--- config.mk ---
export PLATFORM = sky130hd
export DESIGN_NAME = mclk_gen
export DESIGN_NICKNAME = d
export VERILOG_FILES = /design/src/rtl/mclk_pkg.sv /design/src/rtl/mclk_por.sv /design/src/rtl/mclk_mode_ctl.sv /design/src/rtl/mclk_divider.sv /design/src/rtl/mclk_ser_ale.sv /design/src/rtl/mclk_gen.sv
export SDC_FILE = /design/constraint.sdc
export NUM_CORES = 1
export LEC_CHECK = 0
export BUFFER_PORTS_ARGS = -buffer_cell sky130_fd_sc_hd__buf_4
export CORE_MARGIN = 2
export CORE_UTILIZATION = 35
export DETAILED_ROUTE_END_ITERATION = 10
export GPL_ROUTABILITY_DRIVEN = 0
export SLEW_MARGIN = 20
export SYNTH_ARGS = -nofsm -noshare
export SYNTH_HDL_FRONTEND = slang
export SYNTH_SLANG_ARGS = --single-unit
--- constraint.sdc ---
create_clock -name clk -period 2.1 [get_ports clk]
set_input_delay 0.21 -clock clk [delete_from_list [all_inputs] [get_ports clk]]
set_output_delay 0.21 -clock clk [all_outputs]
set_load 0.005 [all_outputs]
--- src/rtl/mclk_pkg.sv ---
package mclk_pkg;
  typedef enum logic [1:0] {
    M_DIV4 = 2'd0,
    M_X2   = 2'd1,
    M_X4   = 2'd2,
    M_PMM  = 2'd3
  } mode_t;
endpackage

--- src/rtl/mclk_por.sv ---
module mclk_por #(
  parameter int unsigned FPX      = 4,
  parameter int unsigned POR_XTAL = 65536
) (
  input  logic clk,
  input  logic rst_n,
  output logic hold
);
  localparam int unsigned LIMIT = POR_XTAL * FPX;
  localparam int unsigned PW    = $clog2(LIMIT + 1);

  logic [PW-1:0] cnt;

  always_ff @(posedge clk or negedge rst_n) begin
    if (!rst_n) begin
      cnt <= '0;
    end else if (cnt != PW'(LIMIT)) begin
      cnt <= cnt + 1'b1;
    end
  end

  assign hold = (cnt != PW'(LIMIT));

  AST_HOLD_ONCE: assert property (@(posedge clk) disable iff (!rst_n)
    !hold |=> !hold);
endmodule

--- src/rtl/mclk_mode_ctl.sv ---
module mclk_mode_ctl import mclk_pkg::*; #(
  parameter int unsigned KHZ_W    = 16,
  parameter int unsigned CEIL_KHZ = 40000
) (
  input  logic             clk,
  input  logic             rst_n,
  input  logic             cfg_wr,
  input  logic [1:0]       cfg_mode,
  input  logic             cfg_swb_en,
  input  logic             cfg_sm2,
  input  logic             cfg_ale_off,
  input  logic [KHZ_W-1:0] xtal_khz,
  input  logic             ext_irq,
  input  logic             ser_start,
  input  logic             fire,
  output mode_t            act_mode,
  output mode_t            load_mode,
  output logic             restart,
  output logic             sm2_q,
  output logic             ale_off_q
);
  localparam int unsigned X2_MAX = CEIL_KHZ / 2;
  localparam int unsigned X4_MAX = CEIL_KHZ / 4;

  mode_t pend_mode;
  mode_t req_ok;
  logic  swb_q;

  always_comb begin
    case (mode_t'(cfg_mode))
      M_X2:    req_ok = (32'(xtal_khz) <= X2_MAX) ? M_X2 : M_DIV4;
      M_X4:    req_ok = (32'(xtal_khz) <= X4_MAX) ? M_X4 : M_DIV4;
      M_PMM:   req_ok = M_PMM;
      default: req_ok = M_DIV4;
    endcase
  end

  assign restart   = swb_q && (act_mode == M_PMM) && (ext_irq || ser_start);
  assign load_mode = restart ? M_DIV4 : pend_mode;

  always_ff @(posedge clk or negedge rst_n) begin
    if (!rst_n) begin
      act_mode  <= M_DIV4;
      pend_mode <= M_DIV4;
      swb_q     <= 1'b0;
      sm2_q     <= 1'b0;
      ale_off_q <= 1'b0;
    end else begin
      if (restart) begin
        act_mode  <= M_DIV4;
        pend_mode <= M_DIV4;
      end else begin
        if (fire)   act_mode  <= pend_mode;
        if (cfg_wr) pend_mode <= req_ok;
      end
      if (cfg_wr) begin
        swb_q     <= cfg_swb_en;
        sm2_q     <= cfg_sm2;
        ale_off_q <= cfg_ale_off;
      end
    end
  end

  AST_MODE_AT_EDGE: assert property (@(posedge clk) disable iff (!rst_n)
    !$stable(act_mode) |-> $past(fire || restart));
  AST_X4_LIMIT: assert property (@(posedge clk) disable iff (!rst_n)
    (cfg_wr && !restart && cfg_mode == 2'd2 && 32'(xtal_khz) > X4_MAX) |=> pend_mode == M_DIV4);
  AST_X2_LIMIT: assert property (@(posedge clk) disable iff (!rst_n)
    (cfg_wr && !restart && cfg_mode == 2'd1 && 32'(xtal_khz) > X2_MAX) |=> pend_mode == M_DIV4);
  AST_SWB_DIV4: assert property (@(posedge clk) disable iff (!rst_n)
    (swb_q && act_mode == M_PMM && ext_irq) |=> act_mode == M_DIV4);
endmodule

--- src/rtl/mclk_divider.sv ---
module mclk_divider import mclk_pkg::*; #(
  parameter int unsigned FPX      = 4,
  parameter int unsigned NORM_DIV = 4,
  parameter int unsigned PMM_DIV  = 1024
) (
  input  logic  clk,
  input  logic  rst_n,
  input  logic  hold,
  input  logic  restart,
  input  mode_t load_mode,
  output logic  fire
);
  localparam int unsigned P_DIV4 = NORM_DIV * FPX;
  localparam int unsigned P_X2   = P_DIV4 / 2;
  localparam int unsigned P_X4   = P_DIV4 / 4;
  localparam int unsigned P_PMM  = PMM_DIV * FPX;
  localparam int unsigned CW     = $clog2(P_PMM);

  logic [CW-1:0] cnt;

  function automatic logic [CW-1:0] reload(input mode_t m);
    case (m)
      M_X2:    return CW'(P_X2 - 1);
      M_X4:    return CW'(P_X4 - 1);
      M_PMM:   return CW'(P_PMM - 1);
      default: return CW'(P_DIV4 - 1);
    endcase
  endfunction

  assign fire = (cnt == '0) && !hold;

  always_ff @(posedge clk or negedge rst_n) begin
    if (!rst_n) begin
      cnt <= reload(M_DIV4);
    end else if (restart) begin
      cnt <= reload(load_mode);
    end else if (!hold) begin
      cnt <= (cnt == '0) ? reload(load_mode) : cnt - 1'b1;
    end
  end

  AST_NO_BACK_TO_BACK: assert property (@(posedge clk) disable iff (!rst_n)
    fire |=> !fire);
endmodule

--- src/rtl/mclk_ser_ale.sv ---
module mclk_ser_ale (
  input  logic clk,
  input  logic rst_n,
  input  logic mc_en,
  input  logic sm2,
  input  logic ale_off,
  output logic ser0_en,
  output logic ale_en
);
  logic [1:0] third;

  always_ff @(posedge clk or negedge rst_n) begin
    if (!rst_n) begin
      third <= 2'd0;
    end else if (mc_en) begin
      third <= (third == 2'd2) ? 2'd0 : third + 2'd1;
    end
  end

  assign ser0_en = mc_en && (sm2 || third == 2'd0);
  assign ale_en  = mc_en && !ale_off;

  AST_SER_SPACING: assert property (@(posedge clk) disable iff (!rst_n)
    (!sm2 && ser0_en) |=> !ser0_en);
endmodule

--- src/rtl/mclk_gen.sv ---
module mclk_gen import mclk_pkg::*; #(
  parameter int unsigned FPX      = 4,
  parameter int unsigned NORM_DIV = 4,
  parameter int unsigned PMM_DIV  = 1024,
  parameter int unsigned POR_XTAL = 65536,
  parameter int unsigned CEIL_KHZ = 40000,
  parameter int unsigned KHZ_W    = 16
) (
  input  logic             clk,
  input  logic             rst_n,
  input  logic             cfg_wr,
  input  logic [1:0]       cfg_mode,
  input  logic             cfg_swb_en,
  input  logic             cfg_sm2,
  input  logic             cfg_ale_off,
  input  logic [KHZ_W-1:0] xtal_khz,
  input  logic             ext_irq,
  input  logic             ser_start,
  output logic             core_hold,
  output logic             mc_en,
  output logic             ser0_en,
  output logic             ale_en,
  output logic [1:0]       mode_now
);
  mode_t act_mode;
  mode_t load_mode;
  logic  restart;
  logic  sm2_q;
  logic  ale_off_q;
  logic  fire;

  mclk_por #(.FPX(FPX), .POR_XTAL(POR_XTAL)) u_por (
    .clk(clk), .rst_n(rst_n), .hold(core_hold)
  );

  mclk_mode_ctl #(.KHZ_W(KHZ_W), .CEIL_KHZ(CEIL_KHZ)) u_ctl (
    .clk(clk), .rst_n(rst_n), .cfg_wr(cfg_wr), .cfg_mode(cfg_mode),
    .cfg_swb_en(cfg_swb_en), .cfg_sm2(cfg_sm2), .cfg_ale_off(cfg_ale_off),
    .xtal_khz(xtal_khz), .ext_irq(ext_irq), .ser_start(ser_start),
    .fire(fire), .act_mode(act_mode), .load_mode(load_mode),
    .restart(restart), .sm2_q(sm2_q), .ale_off_q(ale_off_q)
  );

  mclk_divider #(.FPX(FPX), .NORM_DIV(NORM_DIV), .PMM_DIV(PMM_DIV)) u_div (
    .clk(clk), .rst_n(rst_n), .hold(core_hold), .restart(restart),
    .load_mode(load_mode), .fire(fire)
  );

  mclk_ser_ale u_sa (
    .clk(clk), .rst_n(rst_n), .mc_en(fire), .sm2(sm2_q),
    .ale_off(ale_off_q), .ser0_en(ser0_en), .ale_en(ale_en)
  );

  assign mc_en    = fire;
  assign mode_now = act_mode;

  AST_HOLD_QUIET: assert property (@(posedge clk) disable iff (!rst_n)
    core_hold |-> !(mc_en || ser0_en || ale_en));
endmodule

==> flow_metrics.py, run 1 <==
metrics = {
    "outcome": {
        "status": "completed",
    },
    "setup_path": {
        "worst_setup_path_start_kind": "register",
        "timing.setup.critical_path_class": "register to output pin",
        "end_kind": "output pin",
        "arrival_ps": 1850,
        "worstPathMaxFanout": 4,
        "worst_ep_required_time_ps": 1890,
    },
    "global_route": {
        "grt_overflow": 0,
        "overall_fraction_of_global_route_tracks_in_use_pct": 13.97,
        "grt_antenna_before_repair": 0,
        "grt_start_max_net_pins": 41,
        "wire_length_of_the_first_global_routing_pass_um": 8100,
        "first_global_vias": 1851,
    },
    "power": {
        "irDropWorstVdd_mv": 0.1958,
        "leakage_nw": 1.278,
        "fin_total_pwr_mw": 1.404,
        "power_density_nw_per_um2": 506.1,
    },
    "synth": {
        "synth_nets": 251,
        "post_synth_main_area_contributors": "sky130_fd_sc_hd__dfrtp_1 (41%), sky130_fd_sc_hd__dfstp_2 (4.8%), sky130_fd_sc_hd__xnor2_1 (4.0%), sky130_fd_sc_hd__ha_1 (3.4%), sky130_fd_sc_hd__nand2_1 (3.2%)",
        "synth_edf_count": 0,
        "synthesized_area_divided_by_synthesized_cell_count_um2": 10.06,
        "synth.ff_latch_count": 40,
        "synth_common_cells": "sky130_fd_sc_hd__dfrtp_1 (36), sky130_fd_sc_hd__nand2_1 (19), sky130_fd_sc_hd__inv_1 (14), sky130_fd_sc_hd__nand3_1 (14), sky130_fd_sc_hd__o21ai_0 (12)",
        "yosys_warnings": 0,
        "synth_most_common_cell": "sky130_fd_sc_hd__dfrtp_1",
        "cell_area_after_synthesis_um2": 2202,
        "synth_async_sr_flop_share_pct": 100.0,
        "syn-instance-count": 219,
        "synth_cell_types": 47,
        "seq_area_frac_synth_pct": 45.68,
        "ys_dominant_reg_cell": "sky130_fd_sc_hd__dfrtp_1",
        "yosys_top_cell_by_area": "sky130_fd_sc_hd__dfrtp_1",
        "synth_top_area_share_pct": 40.91,
    },
    "sta": {
        "post-route-min-period_ps": 2060,
        "timing.slew.headroom_pct": 67.11,
        "setup_repair_after_global_routing_missed_its_margin": "true",
        "timing.final.hold_violations": 0,
        "layout_setup_ws_ps": 39.68,
        "timing_max_transition_violations_final": 0,
        "post-route-period-util_pct": 98.11,
        "fmax_ghz": 0.4854,
        "finClkSkew_ps": 7.461,
        "hold-worst-slack_ps": 146.1,
        "setup_tns_ps": 0,
        "finalSetupViolCount": 0,
        "worstMarginPinSlew_ps": 493.4,
    },
    "die": {
        "num_rows": 28,
        "chipWidth_um": 83.32,
        "die_h_um": 83.32,
        "num_io_pins": 32,
        "die_area_um2": 6942,
        "starting_density_of_the_core_pct": 36.76,
        "placeableCoreArea_um2": 5991,
    },
    "layout": {
        "stdcell_count": 343,
        "fraction_of_final_layout_cells_sized_beyond_drive_strength_1_pct": 27.24,
        "finish.instance_area_um2": 2774,
        "antenna_cells": 0,
        "final_core_util_pct": 46.30,
        "area_delta_synth_final_pct": 25.97,
        "layout.nets": 299,
    },
    "clock_network": {
        "cts_buffer_depth": 2,
        "clk-insertion-delay-late_ps": 300,
        "cts_made_buffers": 5,
        "clockRootBuffer": "sky130_fd_sc_hd__clkbuf_8",
        "worst_setup_hold_path_clk_slew_ps": 80,
        "cts_tree": "done",
        "cts-htree-levels": 2,
        "clock_sink_count": 40,
    },
    "placement": {
        "numPortBuffers": 31,
        "dpl_cell_area_um2": 2580,
        "worst_slack_at_placement_ps": 151.9,
        "place_inst": 329,
        "detailed_place_hpwl_um": 3321,
    },
    "run": {
        "cap_viol_max_count": 0,
    },
    "routing": {
        "detail_route.wl_per_cell_um": 13.41,
        "viasPerCell": 5.245,
        "drt_first_pass_iters": 6,
        "route.antenna.remaining_nets": 0,
        "detail_route.iter0.violations": 69,
        "num_vias": 1799,
        "drcViolationCount": 0,
        "routed_wl_um": 4601,
    },
    "hold_path": {
        "hold_path.class": "primary input to register",
    },
}
==> worst max-delay path, cell delays in order (launching register included) <==
cell and delay, ps:
sky130_fd_sc_hd__dfstp_2 380, sky130_fd_sc_hd__inv_1 110, sky130_fd_sc_hd__ha_1 180, sky130_fd_sc_hd__nor4b_4 260, sky130_fd_sc_hd__nand2_2 150, sky130_fd_sc_hd__nor3_4 230, sky130_fd_sc_hd__o21a_1 150, sky130_fd_sc_hd__buf_4 100
==> worst paths after layout <==
| kind | depth (start not counted) | endpoint | slack (ps) | from |
|---|---|---|---|---|
| min in group asynchronous | 2 | u_div.cnt[6]$_DFFE_PN0P_ | 430 | rst_n |
| max | 7 | ser0_en | 40 | u_div.cnt[0]$_DFFE_PN1P_ |
| min | 2 | u_ctl.sm2_q$_DFFE_PN0P_ | 150 | cfg_sm2 |
| min reg2reg | 1 | u_por.cnt[18]$_DFFE_PN0P_ | 490 | u_por.cnt[18]$_DFFE_PN0P_ |
| max in group asynchronous | 2 | u_por.cnt[5]$_DFFE_PN0P_ | 1310 | rst_n |
| max reg2reg | 7 | u_div.cnt[8]$_DFFE_PN0P_ | 140 | u_div.cnt[0]$_DFFE_PN1P_ |
==> logic make-up (layout without fill, tap and decap cells) <==
kind of cell / count (synthesis) / in the layout / share of synthesized area, %
AND/OR/NAND/NOR: 83 / 83 / 22.27
XOR/XNOR: 16 / 16 / 6.363
AO/OA/AOI/OAI: 45 / 45 / 14.09
multiplexers: 9 / 9 / 4.716
adder cells (fa/ha/maj): 6 / 6 / 3.409
flip-flops: 40 / 40 / 45.68
buffers and inverters: 20 / 69 / 3.466
==> repair_timing <==
| action | in CTS | in global routing |
|---|---|---|
| pin swaps | 2 | 0 |
| hold endpoints to repair | 36 | 0 |
| setup buffers | 1 | 4 |
| hold buffers | 1 | 0 |
| resized for setup | 4 | 5 |
| endpoints found under the setup margin | 3 | 4 |
==> registers in the layout, indices dropped and copies added, names as in the netlist <==
name             flops
u_ctl.act_mode       2
u_ctl.sm2_q          1
u_ctl.ale_off_q      1
u_ctl.swb_q          1
u_sa.third           2
u_ctl.pend_mode      2
u_por.cnt           19
u_div.cnt           12
==> layout make-up <==
type / instances / area, µm²
clock inverters: 1 / 7.507
repair buffers: 47 / 362.8
fillers: 565 / 3217
multi-input cells: 159 / 1164
flip-flops and latches: 40 / 1007
inverters: 14 / 52.55
well taps: 75 / 93.84
clock buffers: 7 / 86.33
==> power by group <==
part	switching, mW	leakage [nW]	total, mW	internal (mW)
logic	0.0391	0.712	0.0853	0.0461
clock network	0.268	0.0445	0.535	0.267
registers	0.00441	0.521	0.784	0.779
total	0.311	1.28	1.40	1.09
==> routing by layer <==
layer | vias up | wire, µm | track usage, %
met5 | - | 0 | 0
met4 | 0 | 68 | 4.173
met3 | 9 | 170 | 3.380
met2 | 32 | 2231 | 23.17
met1 | 867 | 2131 | 18.05
li1 | 891 | - | -
==> layout by cell type, fill, tap and decap left out, drive strengths merged, types with 5 or more instances in the layout <==
cell / count
nor2: 9
nor3: 12
ha: 6
dfrtp: 36
inv: 14
and3: 6
buf: 46
o21ai: 14
nand3: 14
a21oi: 5
clkbuf: 7
nor4: 6
xnor2: 10
mux2: 5
xor2: 6
nand2: 19
No activity file was read; power rests on OpenSTA's default activity.
==> run 2, diff against run 1 <==
RECOVER_POWER = 100   (was unset)
==> run 2 against run 1 <==
Routed wire length grew 0.11%. Largest cell class unchanged. Global-route usage is the same. Clock skew is essentially flat. Critical endpoint unchanged. Utilization is essentially flat.
==> flow_metrics.py, run 2 (synthesis gave the netlist of run 1 again) <==
metrics = {
    "routing": {
        "num_vias": 1816,
        "route.met3.wl_um": 172,
        "detail_route.wl_per_cell_um": 13.43,
        "drcViolationCount": 0,
        "detail_route.iter0.violations": 70,
        "route.antenna.remaining_nets": 0,
        "drt_first_pass_iters": 4,
        "routed_wl_um": 4606,
        "topRoutingLayerUsed": "met4",
        "viasPerCell": 5.294,
        "drt-met1-wl_um": 2118,
        "dr_wl_met2_um": 2244,
    },
    "setup_path": {
        "timing.setup.critical_path_class": "register to output pin",
        "end_kind": "output pin",
        "worst-r2r-setup-slack_ps": 120,
        "cpLargestDelayFamily": "simple AND/OR/NAND/NOR gates",
        "crit_path_end": "ser0_en",
        "critical_path.cell_chain": "inv_1, ha_1, nor4b_4, nand2_2, nor3_4, o21a_1, buf_4",
        "worst_r2r_startpoint": "u_div.cnt[0]$_DFFE_PN1P_",
        "worst_path_slowest_cell": "sky130_fd_sc_hd__dfstp_2",
        "worstPathBufferInverterCount": 2,
        "worstPathMaxFanout": 4,
        "timing.critical_path.from": "u_div.cnt[0]$_DFFE_PN1P_",
        "worst_r2r_endpoint": "u_sa.third[1]$_DFFE_PN0P_",
        "cp.depth": 7,
        "worst_ep_required_time_ps": 1890,
        "arrival_ps": 1880,
        "timing.reg2reg.worst_path_depth": 8,
        "worst_setup_path_start_kind": "register",
        "max_stage_delay_ps": 380,
    },
    "die": {
        "num_io_pins": 32,
        "num_rows": 28,
        "die_h_um": 83.32,
        "starting_density_of_the_core_pct": 36.76,
        "placeableCoreArea_um2": 5991,
        "chipWidth_um": 83.32,
        "die_area_um2": 6942,
    },
    "layout": {
        "stdcell_count": 343,
        "max_flop_register": "u_por.cnt",
        "antenna_cells": 0,
        "fraction_of_final_layout_cells_sized_beyond_drive_strength_1_pct": 27.24,
        "final_core_util_pct": 46.26,
        "final_common_cell": "sky130_fd_sc_hd__buf_4",
        "finish.instance_area_um2": 2771,
        "largest_registers": "u_por.cnt x19, u_div.cnt x12",
        "layout.cells.most_common_list": "sky130_fd_sc_hd__buf_4 (40), sky130_fd_sc_hd__dfrtp_1 (35), sky130_fd_sc_hd__nand2_1 (18), sky130_fd_sc_hd__inv_1 (14), sky130_fd_sc_hd__nand3_1 (14)",
        "area_delta_synth_final_pct": 25.85,
        "largest_register_ff_count": 19,
        "layout.nets": 299,
    },
    "sta": {
        "timing.final.hold_violations": 0,
        "layout_setup_ws_ps": 7.674,
        "post-route-min-period_ps": 2092,
        "fmax_ghz": 0.4779,
        "timing.slew.headroom_pct": 35.28,
        "setup_tns_ps": 0,
        "hold-worst-slack_ps": 146.6,
        "finalSetupViolCount": 0,
        "worstMarginPinSlew_ps": 970.8,
        "post-route-period-util_pct": 99.63,
        "finClkSkew_ps": 7.452,
        "setup_repair_after_global_routing_missed_its_margin": "true",
        "timing_max_transition_violations_final": 0,
    },
    "power": {
        "power_density_nw_per_um2": 506.1,
        "leakage_nw": 1.274,
        "power.switching_uw": 310.8,
        "power_frac_clock_pct": 38.1,
        "irDropWorstVdd_mv": 0.1957,
        "fin_total_pwr_mw": 1.403,
        "power.switching_fraction_pct": 22.16,
        "intPower_mw": 1.092,
        "p_comb_share_pct": 6.0,
        "power.share.sequential_pct": 55.9,
    },
    "hold_path": {
        "hold_path.class": "primary input to register",
        "holdPathStages": 2,
    },
    "clock_network": {
        "cts_buffer_depth": 2,
        "clk-insertion-delay-late_ps": 290,
        "cts-htree-levels": 2,
        "clockRootBuffer": "sky130_fd_sc_hd__clkbuf_8",
        "worst_setup_hold_path_clk_slew_ps": 80,
        "clock_sink_count": 40,
        "cts_made_buffers": 5,
        "cts_tree": "done",
    },
    "placement": {
        "worst_slack_at_placement_ps": 151.9,
        "place_inst": 329,
        "numPortBuffers": 31,
        "dpl_cell_area_um2": 2580,
        "detailed_place_hpwl_um": 3321,
    },
    "global_route": {
        "grt_overflow": 0,
        "grt_antenna_before_repair": 0,
        "wire_length_of_the_first_global_routing_pass_um": 8100,
        "first_global_vias": 1851,
        "grt_start_max_net_pins": 41,
        "overall_fraction_of_global_route_tracks_in_use_pct": 13.97,
    },
    "run": {
        "cap_viol_max_count": 0,
    },
    "outcome": {
        "status": "completed",
    },
}
[run 2: cell types whose count changed in the layout (fill, tap and decap cells not counted), sizes merged]
cell    change
buf         -4
clkbuf      +4
[run 2: worst reg2reg max path, delay by kind of cell, from the launching register on]
family | cells | cell delay (ps)
AND/OR/NAND/NOR | 3 | 660
flip-flops | 1 | 380
buffers and inverters | 3 | 360
multiplexers | 1 | 280
adder cells (fa/ha/maj) | 1 | 190
[run 2: metal layers]
metal  global-route usage [%]  up-vias
li1                         -      891
met1                    18.05      883
met2                    23.17       32
met3                    3.380       10
met4                    4.173        0
met5                        0        -
[run 2: power by group through the flow]
stage	registers (mW)	logic (mW)	clock network, mW
5_1_grt	0.785	0.0974	0.592
3_5_place_dp	0.798	0.0859	0
6_report	0.784	0.0844	0.534
2_1_floorplan	0.798	0.0268	0
4_1_cts	0.783	0.0877	0.552
3_3_place_gp	0.798	0.0854	0
[run 2: worst min path at each step]
stage / start / endpoint / slack [ps]
2_1_floorplan: rst_n / u_ctl.act_mode[0]$_DFFE_PN0P_ / -90
3_3_place_gp: rst_n / u_div.cnt[8]$_DFFE_PN0P_ / 220
3_5_place_dp: rst_n / u_div.cnt[8]$_DFFE_PN0P_ / 220
6_report: cfg_sm2 / u_ctl.sm2_q$_DFFE_PN0P_ / 150
4_1_cts: cfg_ale_off / u_ctl.ale_off_q$_DFFE_PN0P_ / 140
5_1_grt: cfg_sm2 / u_ctl.sm2_q$_DFFE_PN0P_ / 140
[run 2: area by class of cell]
type | count | area [µm²]
clock buffer | 7 | 86.33
clock inverter | 1 | 7.507
fill | 564 | 3219
inverter | 14 | 52.55
multi-input combinational | 159 | 1164
sequential | 40 | 1007
tap | 75 | 93.84
timing repair buffer | 47 | 360.3
[run 2: timing repair]
item	in CTS	in global routing
hold buffers	1	0
endpoints found under the hold margin	36	0
pin swaps	2	0
gates resized for setup	4	5
buffers inserted	1	4
endpoints found under the setup margin	3	4
